[config.mk]
export PLATFORM = sky130hd
export DESIGN_NAME = dtmf_steer_top
export DESIGN_NICKNAME = d
export VERILOG_FILES = /design/src/rtl/dtmf_steer_pkg.sv /design/src/rtl/steer_prescale.sv /design/src/rtl/steer_guard_cnt.sv /design/src/rtl/dtmf_steer_top.sv
export SDC_FILE = /design/constraint.sdc
export NUM_CORES = 1
export LEC_CHECK = 0
export BUFFER_PORTS_ARGS = -buffer_cell sky130_fd_sc_hd__buf_2
export CORE_MARGIN = 10
export CORE_UTILIZATION = 45
export CTS_BUF_LIST = sky130_fd_sc_hd__clkbuf_4 sky130_fd_sc_hd__clkbuf_8
export CTS_CLUSTER_SIZE = 28
export DETAILED_ROUTE_END_ITERATION = 16
export PLACE_DENSITY = 0.7
export SYNTH_ARGS = -nofsm -noshare
export SYNTH_HDL_FRONTEND = slang
export SYNTH_SLANG_ARGS = --single-unit
[constraint.sdc]
create_clock -name clk -period 2.6 [get_ports clk]
set_input_delay 0.52 -clock clk [delete_from_list [all_inputs] [get_ports clk]]
set_output_delay 0.52 -clock clk [all_outputs]
set_load 0.01 [all_outputs]
[src/rtl/dtmf_steer_pkg.sv]
package dtmf_steer_pkg;

  typedef enum logic [1:0] {
    ST_IDLE  = 2'd0,
    ST_LATCH = 2'd1,
    ST_HELD  = 2'd2
  } steer_st_e;

  // Row 0..3 = low tones ascending, column 0..3 = high tones ascending.
  function automatic logic [3:0] pair_to_code(input logic [1:0] row, input logic [1:0] col);
    logic [3:0] v;
    if (col == 2'd3) begin
      v = (row == 2'd3) ? 4'd0 : 4'd13 + {2'b00, row};
    end else if (row == 2'd3) begin
      case (col)
        2'd0:    v = 4'd11;
        2'd1:    v = 4'd10;
        default: v = 4'd12;
      endcase
    end else begin
      v = ({2'b00, row} * 4'd3) + {2'b00, col} + 4'd1;
    end
    return v;
  endfunction

endpackage

[src/rtl/steer_prescale.sv]
module steer_prescale #(
  parameter int CLK_PER_MS = 50000
) (
  input  logic clk,
  input  logic rst,
  input  logic clr,
  input  logic run,
  output logic tick_o
);
  localparam int PW = (CLK_PER_MS > 2) ? $clog2(CLK_PER_MS) : 1;
  localparam logic [PW-1:0] LAST = PW'(CLK_PER_MS - 1);

  logic [PW-1:0] pre_q;

  always_ff @(posedge clk) begin
    if (rst || clr || !run) pre_q <= '0;
    else if (pre_q == LAST) pre_q <= '0;
    else                    pre_q <= pre_q + 1'b1;
  end

  assign tick_o = run && (pre_q == LAST);

endmodule

[src/rtl/steer_guard_cnt.sv]
module steer_guard_cnt #(
  parameter int GT_W = 8
) (
  input  logic            clk,
  input  logic            rst,
  input  logic            clr,
  input  logic            run,
  input  logic            tick,
  input  logic [GT_W-1:0] limit,
  output logic            done_o
);
  localparam int EW = GT_W + 1;

  logic [GT_W-1:0] ms_q;
  logic [EW-1:0]   ms_next;

  assign ms_next = {1'b0, ms_q} + EW'(1);
  assign done_o  = run && ((limit == '0) || (tick && (ms_next >= {1'b0, limit})));

  always_ff @(posedge clk) begin
    if (rst || clr || !run)         ms_q <= '0;
    else if (tick && (ms_q != '1))  ms_q <= ms_q + 1'b1;
  end

endmodule

[src/rtl/dtmf_steer_top.sv]
module dtmf_steer_top
  import dtmf_steer_pkg::*;
#(
  parameter int CLK_PER_MS = 50000,
  parameter int GT_W       = 8
) (
  input  logic            clk,
  input  logic            rst,
  input  logic            early_i,
  input  logic [1:0]      row_i,
  input  logic [1:0]      col_i,
  input  logic [GT_W-1:0] present_ms_i,
  input  logic [GT_W-1:0] absent_ms_i,
  input  logic            col4_block_i,
  input  logic            oe_i,
  input  logic            pwrdn_i,
  output logic [3:0]      code_o,
  output logic [3:0]      code_vld_o,
  output logic            held_o
);
  localparam int NCH = 2;  // channel 0: tone present, channel 1: tone absent

  steer_st_e       st_q;
  logic [3:0]      code_q;
  logic            held_q;
  logic            pair_ok;
  logic [NCH-1:0]  run_w;
  logic [NCH-1:0]  tick_w;
  logic [NCH-1:0]  done_w;
  logic [GT_W-1:0] lim_w [NCH];

  assign pair_ok  = !(col4_block_i && (col_i == 2'd3));
  assign run_w[0] = !pwrdn_i && (st_q == ST_IDLE) && early_i && pair_ok;
  assign run_w[1] = !pwrdn_i && (st_q == ST_HELD) && !early_i;
  assign lim_w[0] = present_ms_i;
  assign lim_w[1] = absent_ms_i;

  for (genvar gi = 0; gi < NCH; gi++) begin : g_guard
    steer_prescale #(.CLK_PER_MS(CLK_PER_MS)) u_pre (
      .clk    (clk),
      .rst    (rst),
      .clr    (done_w[gi]),
      .run    (run_w[gi]),
      .tick_o (tick_w[gi])
    );
    steer_guard_cnt #(.GT_W(GT_W)) u_cnt (
      .clk    (clk),
      .rst    (rst),
      .clr    (done_w[gi]),
      .run    (run_w[gi]),
      .tick   (tick_w[gi]),
      .limit  (lim_w[gi]),
      .done_o (done_w[gi])
    );
  end

  always_ff @(posedge clk) begin
    if (rst) begin
      st_q   <= ST_IDLE;
      held_q <= 1'b0;
      code_q <= 4'd0;
    end else if (pwrdn_i) begin
      st_q   <= ST_IDLE;
      held_q <= 1'b0;
    end else begin
      case (st_q)
        ST_IDLE: begin
          if (done_w[0]) begin
            code_q <= pair_to_code(row_i, col_i);
            st_q   <= ST_LATCH;
          end
        end
        ST_LATCH: begin
          st_q   <= ST_HELD;
          held_q <= 1'b1;
        end
        default: begin
          if (done_w[1]) begin
            st_q   <= ST_IDLE;
            held_q <= 1'b0;
          end
        end
      endcase
    end
  end

  assign code_o     = oe_i ? code_q : 4'd0;
  assign code_vld_o = {4{oe_i}};
  assign held_o     = held_q;

  // a fresh code is followed by the held output on the next edge
  assert_code_lead_R10: assert property (@(posedge clk) disable iff (rst)
    (!$stable(code_q) && !pwrdn_i) |=> held_q);

  // the held code never moves while a tone is held
  assert_code_frozen_R6: assert property (@(posedge clk) disable iff (rst)
    held_q |-> $stable(code_q));

  // a blocked column-3 pair is never latched
  assert_block_col_R11: assert property (@(posedge clk) disable iff (rst)
    !$stable(code_q) |-> !($past(col4_block_i) && ($past(col_i) == 2'd3)));

  // power-down drops the held output and keeps the code
  assert_pwrdn_idle_R12: assert property (@(posedge clk) disable iff (rst)
    pwrdn_i |=> (!held_q && $stable(code_q)));

  // the held output only falls after a low flag or power-down
  assert_release_R4: assert property (@(posedge clk) disable iff (rst)
    $fell(held_q) |-> ($past(!early_i) || $past(pwrdn_i)));

  // a latch event requires the flag to have been high
  assert_latch_flag_R2: assert property (@(posedge clk) disable iff (rst)
    !$stable(code_q) |-> $past(early_i));

endmodule

* Word level (Yosys, flattened, before mapping)
Cells that the tools add are included.
** Cells by class
- Add/subtract/negate cells :: 9
- $mul :: 1
- Magnitude comparators :: 2
- Equal/unequal tests :: 10
- Muxes and demuxes :: 10
- Bitwise gates (word level) :: 2
- Reduce and logical (&&, ||, !) cells :: 37
** Operators with widths (number)
- $add A16 B1 Y16 const B :: 2
- $eq A16 B16 Y1 const B :: 2
- $add A8 B1 Y9 const B :: 2
- $ge A9 B8 Y1 :: 2
- $add A8 B1 Y8 const B :: 2
- $logic_not A8 Y1 :: 2
- $mux W4 :: 4
- $ne A8 B8 Y1 const B :: 2
- $logic_and A1 B1 Y1 :: 14
- $eq A2 B2 Y1 const B :: 3
- $logic_or A1 B1 Y1 :: 6
- $pmux W3 S2 :: 1
- $reduce_or A2 Y1 :: 3
- $logic_not A1 Y1 :: 5
- $add A3 B3 Y4 const A :: 1
- $add A4 B1 Y4 const B :: 1
- $add A4 B2 Y4 :: 1
- $eq A2 B1 Y1 const B :: 2
- $logic_not A2 Y1 :: 2
- $mul A2 B2 Y4 const B :: 1
- $mux W2 :: 2
- $pmux W2 S2 :: 1
- $reduce_and A2 Y1 :: 2
- $reduce_and A3 Y1 :: 1
- 6 further kinds :: 7
** Word-level totals
- Flip-flop bits (word level) :: 55
- Bits of input ports :: 26

* Logic depth before layout (Yosys ltp)
- Word-level depth :: 11
- Mapped depth :: 12

* Modules after synthesis
A second synthesis with hierarchy kept.
** Unflattened totals
- Cell total of the unflattened synthesis :: 408
- Area total of the unflattened synthesis :: 3442.1 sq um
** Modules (own cells, without submodules)
- steer_guard_cnt :: times used 2, cells each 90, area an instance 720.7 sq um, sequential area each 160.2 sq um
- steer_prescale :: times used 2, cells each 83, area an instance 718.2 sq um, sequential area each 320.3 sq um
- dtmf_steer_top :: times used 1, cells each 62, area an instance 564.3 sq um, sequential area each 140.1 sq um

* Worst setup path after synthesis
No wires, ideal clock.
- Path kind :: reg-to-reg
- From :: register g_guard[0].u_cnt.ms_q[2]
- To :: register g_guard[0].u_cnt.ms_q[5]
- Arrival :: 2.573 ns
- Slack :: -0.043 ns
- Cell stages (with the launch flop) :: 12
- Cell sequence :: dfxtp_1 > nand3_1 > or2_2 > clkbuf_1 > nor2_1 > xor2_1 > ha_1 > and3_1 > a2111o_1 > a21bo_2 > clkbuf_1 > a21oi_1
** On the way
- Longest elaborated chain between the ends :: 7
- Elaborated cells on any way between the ends :: 10
- Classes of those cells :: add/sub: 2; order compare: 1; eq/ne: 1; reduce/logical: 6
** Ends and longest elaborated chain
- start, declared :: line steer_guard_cnt.sv:14 : logic [GT_W-1:0] ms_q;
- start signal, assigned :: line steer_guard_cnt.sv:22 : else if (tick && (ms_q != '1)) ms_q <= ms_q + 1'b1;
- $add A8 B1 Y9 :: line steer_guard_cnt.sv:17 : assign ms_next = {1'b0, ms_q} + EW'(1);
- named net g_guard[0].u_cnt.ms_next[7] :: line steer_guard_cnt.sv:15 : logic [EW-1:0] ms_next;
- $ge A9 B8 Y1 :: line steer_guard_cnt.sv:18 : assign done_o = run && ((limit == '0) || (tick && (ms_next >= {1'b0, limit})));
- $logic_and A1 B1 Y1 :: line steer_guard_cnt.sv:18
- $logic_or A1 B1 Y1 :: line steer_guard_cnt.sv:18
- $logic_and A1 B1 Y1 :: line steer_guard_cnt.sv:18
- $logic_or A1 B1 Y1 (2 in series) :: line steer_guard_cnt.sv:21 : if (rst || clr || !run) ms_q <= '0;
The timed path passes the listed nets, and every way through them passes these cells.
A chain may end at the register's enable or synchronous reset.

* Worst setup path after layout
- From :: register g_guard[0].u_cnt.ms_q[0]
- To :: register code_q[1]
** On the way
- Longest elaborated chain between the ends :: 6
** Ends and longest elaborated chain
- $add A8 B1 Y9 :: line steer_guard_cnt.sv:17
- named net g_guard[0].u_cnt.ms_next[5] :: line steer_guard_cnt.sv:15
- $ge A9 B8 Y1 :: line steer_guard_cnt.sv:18
- $logic_and A1 B1 Y1 :: line steer_guard_cnt.sv:18
- $logic_or A1 B1 Y1 :: line steer_guard_cnt.sv:18
- $logic_and A1 B1 Y1 :: line steer_guard_cnt.sv:18
- $reduce_and A3 Y1 (no line)
- end signal, assigned :: line dtmf_steer_top.sv:69 : code_q <= pair_to_code(row_i, col_i);
- end, declared :: line dtmf_steer_top.sv:24 : logic [3:0] code_q;
The timed path passes the listed nets, and every way through them passes these cells.

==> metrics.txt <==
Iteration-0 DRC Markers=around 130; Async S/R FF share, synth=0%; DR WL/cell=roughly 13 microns; #FFs+latches synth=55; clock skew=between 10 and 15 ps; Starting Density=between 40% and 50%; reg2reg setup slack=60 ps; adder-cell share of the synthesized area=about 10%; post-synthesis mux area share=less than 1%; Pwr per Cell Area=372 nW/um^2; via count=2851; port bufs=34; synthesized cell area=3290 sq um; Routed Antenna Nets=0; RSZ-0062 raised after global routing=yes; DRC=0; count of cell types in the netlist=46; Final Core Density=a little over half; sequential group share of total power=between 50% and 60%; sw frac=between 20% and 30%; hpwl dp=5350 microns; leakage=between 1 and 1.5 nW; Crit Path Max Fanout=6; Final WS setup=58.9 ps; layout cell share with drive strength beyond 1=20.2%; vias in the first global route=2621; CP arrival=about 2800 ps; syn avg cell area=around 8.3 sq um; Root Driver=clkbuf_8; Seq/Total Area, Yosys=33.4%; initial antenna violation count=0; detailed-router iteration count before antenna repair=4; Slew Limit Headroom=between 50% and 60%; Comb power frac=8.2%; placed inst area=between 3000 and 4000 sq um; first-pass GRT wire length=roughly 11000 microns; number of flops mapped to enable cells by yosys=0; XOR/XNOR Fraction of Synth Area=between 10 and 15%; final worst path period need=around 2500 ps; Slowest cell on crit path=a2111o_1; die area=~11000 sq um; Final GP Congestion=roughly 0.85; total chip power=approximately 1.4 mW; Synth-to-Final Area Change=18.4%; outcome=finished, final reports clean; crit path capture type=flip-flop; design area=3900 sq um; worst path cell trace=nand3_2 > or2_4 > buf_6 > xnor2_1 > ha_1 > and3_4 > a2111o_1 > a21o_1 > a311oi_2; max frequency=0.394 GHz; commonest cells after routing, fill and taps aside=54 x nor2_1, 52 x dfxtp_1, 34 x buf_2, 25 x xnor2_1, 23 x inv_1; CP Data Required Time=~2800 ps; core area=7180 sq um; Row Count=31; Psw=~340 uW; # diodes=0; Max IR drop VDD=about 340 uV; Die H=roughly 110 microns; final setup fails=0; Worst-Skew Late Latency=about 300 ps; Final nets=between 400 and 500; simple-gate portion of the synthesized area=roughly 28%; Tot GR Track Use=between 10% and 20%; final hold slack=457 ps; Hold Vio Cnt, Final=0; most common cell after layout, fill and taps aside=nor2_1; Worst-Margin Slew=between 600 and 700 ps; DRT Wirelength=6890 microns; Slew Limit Fails=0; pin count of the biggest net entering global routing=18; CTS tree=yes; Layout Cells excl Fill=544; Longest Clk Path Bufs=2; Post-Syn Instances=between 300 and 400; hold_buf cts=0; crit share post-route=~98%; kind of critical path=reg2reg; worst hold path class=reg2reg; largest family of logic cells by synthesized area=simple AND/OR/NAND/NOR gates; Main synth FF type=dfxtp_1; Sink Count=55; GR Overflow Total=0; Worst Setup Start Kind=flip-flop; Mapped Nets=between 400 and 500; number of I/O pins=35; setup TNS=0 ps; Yosys warnings=0; compound-gate portion of the synthesized area=just under 10%; worst stage delay on the critical path=between 400 and 500 ps; max cap viols=0; CTS buffer count=5; Via-to-Cell Ratio=between 5 and 6; post-place setup slack=22.8 ps; # H-tree levels=2; Die Width=106 microns; Clk network pwr share=between 30 and 40%; clk slew on worst S/H paths=roughly 100 ps; Pint=between 1 and 1.5 mW; Cell Count Post-Placement=roughly 530
-- state kept, by name, summed over array words and instances (netlist names) --
register	count
g_guard.u_pre.pre_q	32
g_guard.u_cnt.ms_q	16
code_q	4
st_q	2
held_o	1
-- logic make-up after synthesis --
group | Yosys count
multiplexers | 3
AND/OR/NAND/NOR | 178
XOR/XNOR | 47
adder cells (fa/ha/maj) | 26
AO/OA/AOI/OAI | 48
flip-flops | 55
buffers and inverters | 38
-- timing repair --
item	CTS	global route
buffers inserted	0	4
pin swaps	1	12
endpoints found under the setup margin	2	23
resized for setup	0	26
-- area by class of cell --
class,instances,area (sq um)
fill,680,3280
multi-input combinational,302,2130
sequential,55,1110
timing repair buffer,57,347
tap,99,124
inverter,23,86.3
clock buffer,6,82.6
clock inverter,2,16.3
-- critical path: cells and delay by family (launching register included) --
kind | cells | cell delay (ps)
XOR/XNOR | 1 | 120
AND/OR/NAND/NOR | 3 | 510
adder cells (fa/ha/maj) | 1 | 310
flip-flops | 1 | 390
buffers and inverters | 1 | 120
AO/OA/AOI/OAI | 3 | 1010
-- routing by layer --
layer / share of wire (%) / GRT usage (%) / vias up
li1: - / - / 1492
met1: 47 / 14.5 / 1305
met2: 47 / 20.3 / 45
met3: 4.5 / 2.68 / 9
met4: 1.6 / 5.03 / 0
met5: 0 / 0 / -
-- path summary, 6_finish.rpt --
| path | start | endpoint | depth (start not counted) |
|---|---|---|---|
| min reg2reg | g_guard[0].u_pre.pre_q[0]$_SDFF_PP0_ | g_guard[0].u_pre.pre_q[0]$_SDFF_PP0_ | 1 |
| max reg2reg | g_guard[0].u_cnt.ms_q[0]$_SDFFE_PP0P_ | code_q[1]$_SDFFE_PP0P_ | 9 |
| min | g_guard[0].u_pre.pre_q[0]$_SDFF_PP0_ | g_guard[0].u_pre.pre_q[0]$_SDFF_PP0_ | 1 |
| max | g_guard[0].u_cnt.ms_q[0]$_SDFFE_PP0P_ | code_q[1]$_SDFFE_PP0P_ | 9 |
-- power by group through the flow --
| stage | clock network [mW] | registers (mW) | logic (mW) |
|---|---|---|---|
| 2_1_floorplan | 0 | 0.864 | 0.0718 |
| 3_3_place_gp | 0 | 0.864 | 0.112 |
| 3_5_place_dp | 0 | 0.864 | 0.115 |
| 4_1_cts | 0.512 | 0.845 | 0.115 |
| 5_1_grt | 0.546 | 0.842 | 0.135 |
| 6_report | 0.489 | 0.841 | 0.118 |
-- cell usage after synthesis (4+ instances only) --
cell type	n	area, sq um
nor4_1	10	62.6
or4_1	7	52.6
inv_1	23	86.3
clkbuf_1	9	33.8
nor3_1	17	85.1
ha_1	24	300
dfxtp_1	55	1100
xor2_1	22	193
buf_4	4	30.0
and3_1	9	56.3
o21ai_0	11	55.1
nand2_1	19	71.3
a21oi_1	10	50.1
nand4_1	12	75.1
or3_1	5	31.3
xnor2_1	25	219
a211oi_1	8	60.1
nor2_1	56	210
nand3_1	19	95.1
and2_1	7	43.8
Power figures use the tool's default switching activity.
